## src/rtl/sc_pulse_gen.sv

```systemverilog
module sc_pulse_gen #(
  parameter int CLK_KHZ  = 27000,
  parameter int DELAY_NS = 2000
) (
  input  logic       clk,
  input  logic       rst_n,
  input  logic [1:0] sc_lvl,
  input  logic [1:0] mode,
  input  logic       colour_en,
  input  logic       hl_flip,
  output logic       burst_o,
  output logic       burst_dly_o,
  output logic       hblank_o,
  output logic       hvblank_o,
  output logic       vblank_o,
  output logic       acc_en_o,
  output logic       hl_o,
  output logic       blank_by_o,
  output logic       blank_ry_o
);
  localparam int DLY = CLK_KHZ * DELAY_NS / 1000000;
  localparam int CW  = $clog2(2 * DLY + 2);
  localparam logic [CW-1:0] DLY_W = CW'(DLY);

  logic bk_n, hb_n, hv_n, vb_n, hl_n;
  logic secam, ntsc;

  assign secam = (mode == 2'd1);
  assign ntsc  = mode[1];
  assign bk_n  = (sc_lvl == 2'd3);
  assign hb_n  = sc_lvl[1];
  assign hv_n  = (sc_lvl != 2'd0);
  assign vb_n  = (sc_lvl == 2'd1) | (vblank_o & hv_n);
  assign hl_n  = ntsc ? 1'b0 : (hl_o ^ (hb_n & ~hblank_o) ^ hl_flip);

  always_ff @(posedge clk) begin
    if (!rst_n) begin
      burst_o    <= 1'b0;
      hblank_o   <= 1'b0;
      hvblank_o  <= 1'b0;
      vblank_o   <= 1'b0;
      acc_en_o   <= 1'b0;
      hl_o       <= 1'b0;
      blank_by_o <= 1'b1;
      blank_ry_o <= 1'b1;
    end else begin
      burst_o    <= bk_n;
      hblank_o   <= hb_n;
      hvblank_o  <= hv_n;
      vblank_o   <= vb_n;
      acc_en_o   <= bk_n & ~vb_n;
      hl_o       <= hl_n;
      blank_by_o <= hv_n | ~colour_en | (secam & hl_n);
      blank_ry_o <= hv_n | ~colour_en | (secam & ~hl_n);
    end
  end

  logic          bk_prev, run, in_w;
  logic [CW-1:0] dcnt, wlen;

  always_ff @(posedge clk) begin
    if (!rst_n) begin
      bk_prev <= 1'b0;
      run     <= 1'b0;
      in_w    <= 1'b0;
      dcnt    <= '0;
      wlen    <= '0;
    end else begin
      bk_prev <= burst_o;
      if (burst_o && !bk_prev) begin
        run  <= 1'b1;
        in_w <= 1'b1;
        dcnt <= CW'(1);
        wlen <= CW'(1);
      end else if (run) begin
        dcnt <= dcnt + CW'(1);
        if (in_w && burst_o) wlen <= wlen + CW'(1);
        if (!burst_o) in_w <= 1'b0;
        if (dcnt == DLY_W + wlen - CW'(1)) run <= 1'b0;
      end
    end
  end

  assign burst_dly_o = run && (dcnt >= DLY_W);
endmodule

```

## config.mk

```make
export PLATFORM = sky130hd
export DESIGN_NAME = sc_pulse_gen
export DESIGN_NICKNAME = d
export VERILOG_FILES = /design/src/rtl/sc_pulse_gen.sv
export SDC_FILE = /design/constraint.sdc
export NUM_CORES = 1
export LEC_CHECK = 0
export ABC_AREA = 1
export BUFFER_PORTS_ARGS = -buffer_cell sky130_fd_sc_hd__buf_4
export CAP_MARGIN = 20
export CELL_PAD_IN_SITES_DETAIL_PLACEMENT = 1
export CELL_PAD_IN_SITES_GLOBAL_PLACEMENT = 2
export CORE_UTILIZATION = 27
export DETAILED_ROUTE_END_ITERATION = 10
export GPL_ROUTABILITY_DRIVEN = 0
export PLACE_DENSITY_LB_ADDON = 0.1
export SYNTH_ARGS = -nofsm -noshare
export SYNTH_HDL_FRONTEND = slang
export SYNTH_SLANG_ARGS = --single-unit
```

## constraint.sdc

```tcl
create_clock -name clk -period 1.3 [get_ports clk]
set_input_delay 0.065 -clock clk [delete_from_list [all_inputs] [get_ports clk]]
set_output_delay 0.065 -clock clk [all_outputs]
set_load 0.1 [all_outputs]
```

==> run_results.csv <==
group,metric,value,unit
placed_design,place_area,1519,um2
finish,syn_to_final_growth,44.00,%
critical_path,critPathRequiredTime,1.24,ns
cts,path_clk_slew,0.09,ns
sta,fin_crit,1.389,ns
min_path,hold_class,"in -> reg",
min_path,whs_path_depth,3,
global_routing,grt.overflow.total,0,
critical_path,worst-setup-path-type,"reg -> out",
cts,cts_buffers,3,
synthesis,syn_area,1200,um2
global_routing,grt_max_degree,16,
synthesis,avgSynthCellArea,6.976,um2
finish,fin_cells,264,
floorplanning,die_area,4715,um2
placed_design,dp_hpwl,2608,um
route,drt_first_pass_iters,4,
sta,slew_headroom,81.37,%
placed_design,dp_slack,-0.1916,ns
sta,skew,0.006477,ns
critical_path,start_kind,"register",
floorplanning,start_util,28.96,%
cts,cts_max_level,1,
sta,max_freq,720.2,MHz
cts,cts_sinks,25,
sta,tns,-0.1734,ns
critical_path,crit-reg2reg-launch,"wlen[0]$_SDFFE_PN0P_",
critical_path,critPathCaptureType,"primary output",
synthesis,synth-seq-cells,25,
route,drt-total-wl,3315,um
sta,setup_ws,-0.08851,ns
critical_path,path_max_fanout,2,
floorplanning,rows,23,
route,num_vias,1208,
finish,layout.nets,226,
global_routing,grt_pass1_wl,5395,um
global_routing,grt_pass1_vias,1260,
synthesis,synth_top_area_cell,"dfxtp_1",
floorplanning,chipHeight,68.67,um
route,drcViolationCount,0,
pwr,leakage,0.0007898,uW
critical_path,reg2reg_depth,9,
finish,drive_gt1_share,36.92,%
sta,rsz0062_at_grt,"true",
global_routing,grtUsageTotal,15.61,%
synthesis,yosys.area.top_type_share,41.71,%
finish,largestRegisters,"dcnt (7), wlen (7)",
cts,cts_tree,"done",
cts,clock_latency,0.27,ns
pwr,p_per_area,905.0,nW/um2
synthesis,ys_types,19,
cts,cts.root.buffer_cell,"clkbuf_8",
sta,setup_viol,3,
sta,worstMarginPinSlew,0.2818,ns
finish,antenna_cells,0,
placed_design,numPlacedInstances,253,
sta,final_max_slew_viol_count,0,
sta,fin_crit_sh,106.8,%
critical_path,crit_start,"dcnt[0]$_SDFFE_PN0P_",
synthesis,syn_inst,172,
global_routing,antenna_found_initial,0,
pwr,max-vdd-ir-drop,0.3861,mV
route,drt-initial-drc-count,45,
floorplanning,die_w,68.67,um
placed_design,port_buffers,16,
run_status,outcome,"finished, violations left",
floorplanning,core-area,4144,um2
flow_run,cap_violations,0,
critical_path,worstPathArrival,1.32,ns
synthesis,ys_seq_area_share,41.71,%
route,viasPerCell,4.576,
run_status,violations,"setup timing",
synthesis,yosysWarnings,0,
floorplanning,io-pin-count,17,
route,wl_per_cell,12.56,um
synthesis,synth_fp_nets,183,
synthesis,yosys-top-cells-area,"dfxtp_1 42%, nand2_1 14%, inv_1 7.8%, nor2_1 6.3%, a21oi_1 5.4%",
route,drtAntennaViolNets,0,
min_path,min_from,"sc_lvl[0]",
cts,cts_buffer_depth,2,
sta,hold_ws,0.01062,ns
finish,design_area,1728,um2
sta,hold_viol_final,0,
-- stage by stage --
| stage | utilization, % | total power [uW] |
|---|---|---|
| 5_1_grt | 41.70 | 1640 |
| 3_5_place_dp | 36.65 | 1068 |
| 3_3_place_gp | 36.65 | 1062 |
| 6_report | 41.70 | 1564 |
| 2_1_floorplan | - | 977.4 |
| 4_1_cts | 40.22 | 1592 |
-- synth_stat cells --
cell	instances
nor3_4	1
inv_2	1
a21oi_1	13
o21ai_1	1
or2_2	2
or2_0	1
nand3_1	13
nand2_1	46
o21ai_0	8
inv_1	25
xnor2_1	6
nor2_1	20
xor2_1	2
dfxtp_1	25
o21a_1	1
nand4_2	1
nor3_1	2
a31oi_1	1
ha_1	3
-- worst max-delay path, stage by stage (launching register included) --
cell and delay, ns:
dfxtp_2 0.34, inv_2 0.06, ha_1 0.14, nand2_1 0.06
nand3_2 0.07, nand2_2 0.06, a21oi_4 0.14, buf_12 0.18
-- worst paths after layout --
path,end,slack (ns)
worst min register to register,acc_en_o$_SDFF_PN0_,0.46
worst max register to register,run$_SDFF_PN0_,-0.07
worst min-delay path,burst_o$_SDFF_PN0_,0.01
worst max-delay path,burst_dly_o,-0.09
-- final cells by class --
| cell class | instances | area [um2] |
|---|---|---|
| timing repair buffer | 38 | 304.0 |
| sequential | 25 | 520.5 |
| inverter | 26 | 102.6 |
| multi-input combinational | 121 | 689.4 |
| tap | 50 | 62.56 |
| clock inverter | 1 | 7.507 |
| fill | 507 | 2416 |
| clock buffer | 3 | 41.29 |
-- cells by family after synthesis --
family / count (synthesis) / share of synthesized area (%)
flops: 25 / 41.71
xor+xnor: 8 / 5.840
buf+inv: 26 / 8.133
compound gates: 24 / 10.32
simple gates: 86 / 30.87
fa+ha+maj: 3 / 3.129
-- power breakdown --
| group | internal [uW] | switching [uW] |
|---|---|---|
| clock | 218 | 273 |
| sequential | 786 | 13.7 |
| combinational | 98.6 | 175 |
-- layer usage --
layer | GRT usage (%) | routed length, um | vias up
met4 | 4.688 | 21 | 0
met5 | 0 | 0 | -
met3 | 2.303 | 71 | 2
met2 | 28.55 | 1763 | 10
li1 | - | - | 620
met1 | 18.57 | 1458 | 576
-- layout by cell type (no fill, tap or decap), types with 3 or more instances in the layout --
master,n
nor2_1,17
o21ai_1,3
clkbuf_8,3
nand3_1,11
xnor2_1,5
dfxtp_2,7
nand2_2,7
o21ai_0,5
inv_2,4
dfxtp_1,15
buf_4,35
dfxtp_4,3
nand2_1,38
inv_1,20
a21oi_1,12
-- what timing repair did --
item / 4_1_cts / 5_1_grt
pin swaps: 9 / 13
endpoints found under the hold margin: 1 / 0
gates resized for setup: 23 / 15
endpoints found under the setup margin: 4 / 9
hold buffers: 1 / 0
buffers inserted: 3 / 4
Note: power is estimated with default switching activity, not from simulation.
